[src/rtl/sram_ctl_pkg.sv]
package sram_ctl_pkg;

    localparam int SR_AW    = 16;
    localparam int SR_DW    = 16;
    localparam int SR_LANES = SR_DW / 8;

    typedef enum logic [2:0] {
        ST_IDLE  = 3'd0,
        ST_READ  = 3'd1,
        ST_TURN  = 3'd2,
        ST_WRITE = 3'd3,
        ST_WHOLD = 3'd4
    } ctl_state_e;

    typedef struct packed {
        ctl_state_e            state;
        logic                  ce_n;
        logic                  we_n;
        logic                  oe_n;
        logic [SR_LANES-1:0]   be_n;
        logic [SR_AW-1:0]      addr;
        logic                  dq_oe;
        logic [SR_DW-1:0]      dq_o;
        logic [SR_LANES-1:0]   mask;
        logic [SR_DW-1:0]      rdata;
        logic                  done;
    } ctl_regs_t;

    function automatic ctl_regs_t ctl_reset_value();
        ctl_regs_t r;
        r.state = ST_IDLE;
        r.ce_n  = 1'b1;
        r.we_n  = 1'b1;
        r.oe_n  = 1'b1;
        r.be_n  = '1;
        r.addr  = '0;
        r.dq_oe = 1'b0;
        r.dq_o  = '0;
        r.mask  = '0;
        r.rdata = '0;
        r.done  = 1'b0;
        return r;
    endfunction

endpackage

[src/rtl/sram_wait_cnt.sv]
module sram_wait_cnt #(
    parameter int W = 2
) (
    input  logic         clk,
    input  logic         rst_n,
    input  logic         load,
    input  logic [W-1:0] load_val,
    output logic         expired
);

    logic [W-1:0] cnt_d, cnt_q;

    always_comb begin
        cnt_d = cnt_q;
        if (load) begin
            cnt_d = load_val;
        end else if (cnt_q != '0) begin
            cnt_d = cnt_q - 1'b1;
        end
    end

    always_ff @(posedge clk or negedge rst_n) begin
        if (!rst_n) cnt_q <= '0;
        else        cnt_q <= cnt_d;
    end

    assign expired = (cnt_q == '0);

endmodule

[src/rtl/sram_lane_mask.sv]
module sram_lane_mask
    import sram_ctl_pkg::*;
(
    input  logic [SR_LANES-1:0] mask,
    input  logic [SR_DW-1:0]    raw,
    output logic [SR_DW-1:0]    masked
);

    for (genvar l = 0; l < SR_LANES; l++) begin : g_lane
        assign masked[l*8 +: 8] = mask[l] ? raw[l*8 +: 8] : 8'h00;
    end

endmodule

[src/rtl/async_sram_ctrl.sv]
module async_sram_ctrl
    import sram_ctl_pkg::*;
#(
    parameter int READ_WAIT  = 2,
    parameter int WRITE_WAIT = 2
) (
    input  logic                clk,
    input  logic                rst_n,
    input  logic                req_valid,
    output logic                req_ready,
    input  logic                req_write,
    input  logic [SR_AW-1:0]    req_addr,
    input  logic [SR_LANES-1:0] req_mask,
    input  logic [SR_DW-1:0]    req_wdata,
    output logic                rsp_done,
    output logic [SR_DW-1:0]    rsp_rdata,
    output logic [SR_AW-1:0]    sram_addr,
    output logic                sram_ce_n,
    output logic                sram_we_n,
    output logic                sram_oe_n,
    output logic                sram_lb_n,
    output logic                sram_ub_n,
    output logic                sram_dq_oe,
    output logic [SR_DW-1:0]    sram_dq_o,
    input  logic [SR_DW-1:0]    sram_dq_i
);

    localparam int MAX_WAIT = (READ_WAIT > WRITE_WAIT) ? READ_WAIT : WRITE_WAIT;
    localparam int CNT_W    = $clog2(MAX_WAIT + 1);

    ctl_regs_t        s_d, s_q;
    logic             cnt_load_d;
    logic [CNT_W-1:0] cnt_val_d;
    logic             cnt_expired;
    logic [SR_DW-1:0] rd_masked;

    sram_wait_cnt #(.W(CNT_W)) u_wait (
        .clk      (clk),
        .rst_n    (rst_n),
        .load     (cnt_load_d),
        .load_val (cnt_val_d),
        .expired  (cnt_expired)
    );

    sram_lane_mask u_lanes (
        .mask   (s_q.mask),
        .raw    (sram_dq_i),
        .masked (rd_masked)
    );

    always_comb begin
        s_d        = s_q;
        s_d.done   = 1'b0;
        cnt_load_d = 1'b0;
        cnt_val_d  = '0;
        unique case (s_q.state)
            ST_IDLE: begin
                if (req_valid) begin
                    s_d.addr   = req_addr;
                    s_d.mask   = req_mask;
                    s_d.be_n   = ~req_mask;
                    s_d.ce_n   = 1'b0;
                    cnt_load_d = 1'b1;
                    if (req_write) begin
                        s_d.state = ST_WRITE;
                        s_d.we_n  = 1'b0;
                        s_d.dq_oe = 1'b1;
                        s_d.dq_o  = req_wdata;
                        cnt_val_d = CNT_W'(WRITE_WAIT - 1);
                    end else begin
                        s_d.state = ST_READ;
                        s_d.oe_n  = 1'b0;
                        cnt_val_d = CNT_W'(READ_WAIT - 1);
                    end
                end
            end
            ST_READ: begin
                if (cnt_expired) begin
                    s_d.rdata = rd_masked;
                    s_d.done  = 1'b1;
                    s_d.ce_n  = 1'b1;
                    s_d.oe_n  = 1'b1;
                    s_d.state = ST_TURN;
                end
            end
            ST_TURN: begin
                s_d.be_n  = '1;
                s_d.state = ST_IDLE;
            end
            ST_WRITE: begin
                if (cnt_expired) begin
                    s_d.we_n  = 1'b1;
                    s_d.ce_n  = 1'b1;
                    s_d.done  = 1'b1;
                    s_d.state = ST_WHOLD;
                end
            end
            ST_WHOLD: begin
                s_d.dq_oe = 1'b0;
                s_d.be_n  = '1;
                s_d.state = ST_IDLE;
            end
            default: s_d = ctl_reset_value();
        endcase
    end

    always_ff @(posedge clk or negedge rst_n) begin
        if (!rst_n) s_q <= ctl_reset_value();
        else        s_q <= s_d;
    end

    assign req_ready  = (s_q.state == ST_IDLE);
    assign rsp_done   = s_q.done;
    assign rsp_rdata  = s_q.rdata;
    assign sram_addr  = s_q.addr;
    assign sram_ce_n  = s_q.ce_n;
    assign sram_we_n  = s_q.we_n;
    assign sram_oe_n  = s_q.oe_n;
    assign sram_lb_n  = s_q.be_n[0];
    assign sram_ub_n  = s_q.be_n[SR_LANES-1];
    assign sram_dq_oe = s_q.dq_oe;
    assign sram_dq_o  = s_q.dq_o;

    AST_STANDBY_IDLE: assert property (@(posedge clk) disable iff (!rst_n)
        req_ready |-> (sram_ce_n && sram_we_n && sram_oe_n));
    AST_WE_WITH_DRIVE: assert property (@(posedge clk) disable iff (!rst_n)
        !sram_we_n |-> (!sram_ce_n && sram_dq_oe && sram_oe_n));
    AST_WRITE_HOLD: assert property (@(posedge clk) disable iff (!rst_n)
        $rose(sram_we_n) |-> (sram_dq_oe && $stable(sram_addr) && $stable(sram_dq_o)));
    AST_READ_RELEASED: assert property (@(posedge clk) disable iff (!rst_n)
        !sram_oe_n |-> (!sram_dq_oe && sram_we_n && !sram_ce_n));
    AST_TURNAROUND: assert property (@(posedge clk) disable iff (!rst_n)
        $rose(sram_oe_n) |-> (!sram_dq_oe && !req_ready));
    AST_NO_CONTENTION: assert property (@(posedge clk) disable iff (!rst_n)
        sram_dq_oe |-> (sram_oe_n && $past(sram_oe_n)));
    AST_ADDR_FROZEN: assert property (@(posedge clk) disable iff (!rst_n)
        (!req_ready && !$past(req_ready)) |-> $stable(sram_addr));
    AST_DONE_PULSE: assert property (@(posedge clk) disable iff (!rst_n)
        rsp_done |=> !rsp_done);

endmodule

[config.mk]
export PLATFORM = sky130hd
export DESIGN_NAME = async_sram_ctrl
export DESIGN_NICKNAME = d
export VERILOG_FILES = /design/src/rtl/sram_ctl_pkg.sv /design/src/rtl/sram_wait_cnt.sv /design/src/rtl/sram_lane_mask.sv /design/src/rtl/async_sram_ctrl.sv
export SDC_FILE = /design/constraint.sdc
export NUM_CORES = 1
export LEC_CHECK = 0
export BUFFER_PORTS_ARGS = -buffer_cell sky130_fd_sc_hd__clkbuf_2
export CORE_AREA = 10 10 107 109
export CTS_BUF_LIST = sky130_fd_sc_hd__clkbuf_16
export DETAILED_ROUTE_END_ITERATION = 10
export DIE_AREA = 0 0 117 119
export PLACE_DENSITY = 0.64
export SETUP_SLACK_MARGIN = 0.4
export SKIP_LAST_GASP = 1
export SYNTH_ARGS = -nofsm -noshare
export SYNTH_HDL_FRONTEND = slang
export SYNTH_HIERARCHICAL = 1
export SYNTH_SLANG_ARGS = --single-unit
[constraint.sdc]
create_clock -name clk -period 1.7 [get_ports clk]
set_input_delay 0.085 -clock clk [delete_from_list [all_inputs] [get_ports clk]]
set_output_delay 0.085 -clock clk [all_outputs]
set_load 0.01 [all_outputs]
==> impl_metrics.yaml <==
outcome:
  status: "completed"
synth:
  synth_xor_area_share_pct: 0.276
  synth_common_cells: "dfrtp_1 (57), buf_4 (49), inv_1 (38), nand2_1 (20)"
  synth_area_leaders: "dfrtp_1 (45%), buf_4 (12%), mux2i_1 (5.1%)"
  yosysMostFrequentCell: "dfrtp_1"
  synth_seq_cells: 62
  synthFlopType: "dfrtp_1"
  yosys.area_share.simple_pct: 9.91
  synthMuxAreaShare_pct: 5.06
  syn_inst: 311
  syn_area_um2: 3170
  yosysSeqAreaShare_pct: 49.2
  avgSynthCellArea_um2: 10.2
  synthAdderAreaFrac_pct: 0.395
  yosys_warnings: 6
  ys_async_sr_fraction_pct: 100
  synth.net_count: 366
  post-synth-top-area-cell: "dfrtp_1"
  synth-compound-area-share_pct: 15.8
  synth-edff-count: 0
  synth_top_area_share_pct: 45.0
  synth_cell_type_count: 40
  synth_top_family_by_area: "buffers and inverters"
timing:
  timing.final.crit_period_ns: 1.44
  finalCritPeriodShare_pct: 84.5
  fin_skew_ns: 0.00919
  rsz0062_at_grt: "yes"
  final-setup-viol-count: 0
  hold_slack_ns: 0.00741
  max_freq_ghz: 0.696
  hold_viol_final: 0
  slew_viol_final: 0
  tns_ns: 0
  fin_ws_ns: 0.264
setup_path:
  critPathCaptureType: "flop"
  cp_slowest_stage_delay_ns: 0.45
  critPathRequiredTime_ns: 1.90
  critPathArrivalTime_ns: 1.64
  startpoint_type: "flop"
  crit_chain: "or3b_4 > o21ai_4 > clkbuf_16 > o21ai_2"
  critical_path.slowest_cell: "or3b_4"
  critPathKind: "reg2reg"
  cp_max_fo: 8
power_and_ir_drop:
  power.density_nw_per_um2: 1800
  ir_drop_mv: 0.496
  p_leak_nw: 2.34
  finalPower_mw: 7.91
die:
  dieArea_um2: 13900
  row_count: 36
  coreArea_um2: 9460
  start_util_pct: 33.5
  io_pins: 110
  die_h_um: 119
  die_w_um: 117
routing:
  routed_wl_um: 8630
  vias: 2487
  drtIter0Drc: 139
  wl_per_cell_um: 16.0
  drc_errors: 0
  dr.pass1.iters: 4
  ant_nets: 0
  drt-vias-per-instance: 4.61
finish:
  fin_util_pct: 46.4
  register_area_um2: 1560
  nets: 475
  fillCellCount: 891
  stdcell_area_um2: 4390
  area_delta_synth_final_pct: 38.5
  fin_cells: 539
  drive_gt1_share_pct: 45.4
  antenna_cells: 0
  multi_input_area_um2: 1120
global_route:
  grt_first_pass_wirelength_um: 13200
  antenna_found_initial: 0
  track_usage_pct: 11.8
  grt-ovfl-total: 0
  grt_max_degree: 26
  grt_pass1_vias: 2588
cts:
  root_buffer: "clkbuf_16"
  h-tree-depth: 3
  cts_buffers: 9
  cts.sinks: 62
  tritoncts: "built"
  clock_path_buffers: 2
  insertion_delay_ns: 0.32
  clkSlewWorstSetupHoldPaths_ns: 0.06
place:
  dpl_cell_area_um2: 3530
  routabilityCongestion: 0.723
  dp_hpwl_um: 5840
  io_buffers: 109
  placed_cells: 484
  pre_cts_slack_ns: 0.151
run:
  maxCapViolations: 0
hold_path:
  hp-class: "in2reg"
[layer usage]
layer	track usage, %	vias to the layer above	part of all wire [%]
met1	13.0	1205	38
met2	20.7	66	54
met5	0	-	0
met3	2.96	12	6.6
li1	-	1204	-
met4	5.33	0	1.9
[report_power, final]
part / internal (mW) / switching [mW] / leakage, nW
Sequential: 2.17 / 0.437 / 0.773
Clock: 1.13 / 0.660 / 0.136
Combinational: 1.71 / 1.81 / 1.43
Total: 5.01 / 2.90 / 2.34
[placed cells by master, fill, tap and decap left out, drive strengths merged, types with 5 or more instances in the layout]
master and instances:
clkbuf 119, dfrtp 57, inv 39, buf 34, o21ai 21, nand2 20
dlygate4sd3 19, and2 18, o211ai 17, a22o 16, mux2i 16, dfstp 5
nand2b 5, nor3 5
[what timing repair did]
item / CTS / global route
gates resized for setup: 22 / 23
pin swaps: 12 / 8
buffers inserted: 7 / 9
setup endpoints to repair: 55 / 60
endpoints found under the hold margin: 32 / 0
hold buffers: 19 / 0
cloned: 1 / 3
[worst max-delay path: cells and delay by family, from the launching register on]
kind / cells / cell delay [ns]
and+or+nand+nor: 1 / 0.45
AOI/OAI and AO/OA: 2 / 0.25
DFF: 1 / 0.40
buffers and inverters: 1 / 0.20
[worst paths after layout]
path	from	end	slack, ns	cells past startpoint
max	s_q[58]	sram_addr[10]	0.26	4
min	req_addr[4]	sram_addr[4]	0.007	3
max reg2reg	s_q[58]	sram_addr[10]	0.26	4
min reg2reg	rsp_rdata[12]	rsp_rdata[12]	0.50	1
max in group asynchronous	rst_n	sram_lb_n	0.91	3
min in group asynchronous	rst_n	sram_dq_o[8]	0.24	2
[registers in the layout, indices dropped and copies added, names as in the netlist, 2 cells and up]
| name | count |
|---|---|
| rsp_rdata | 16 |
| sram_addr | 16 |
| sram_dq_o | 16 |
| s_q | 5 |
| u_wait/cnt_q | 2 |
[layout make-up]
cell class,count,area share (%)
Sequential cell,62,35.5
Inverter,38,3.25
Tap cell,114,3.25
Timing Repair Buffer,163,25.7
Clock inverter,7,1.68
Clock buffer,9,5.13
Multi-Input combinational cell,146,25.5
[kinds of logic after synthesis]
group                    after synthesis
multiplexers                          16
adder cells (fa/ha/maj)                1
AND/OR/NAND/NOR                       58
XOR/XNOR                               1
AO/OA/AOI/OAI                         69
flip-flops                            62
other                                  1
buffers and inverters                103
(Power assumes the default switching activity.)
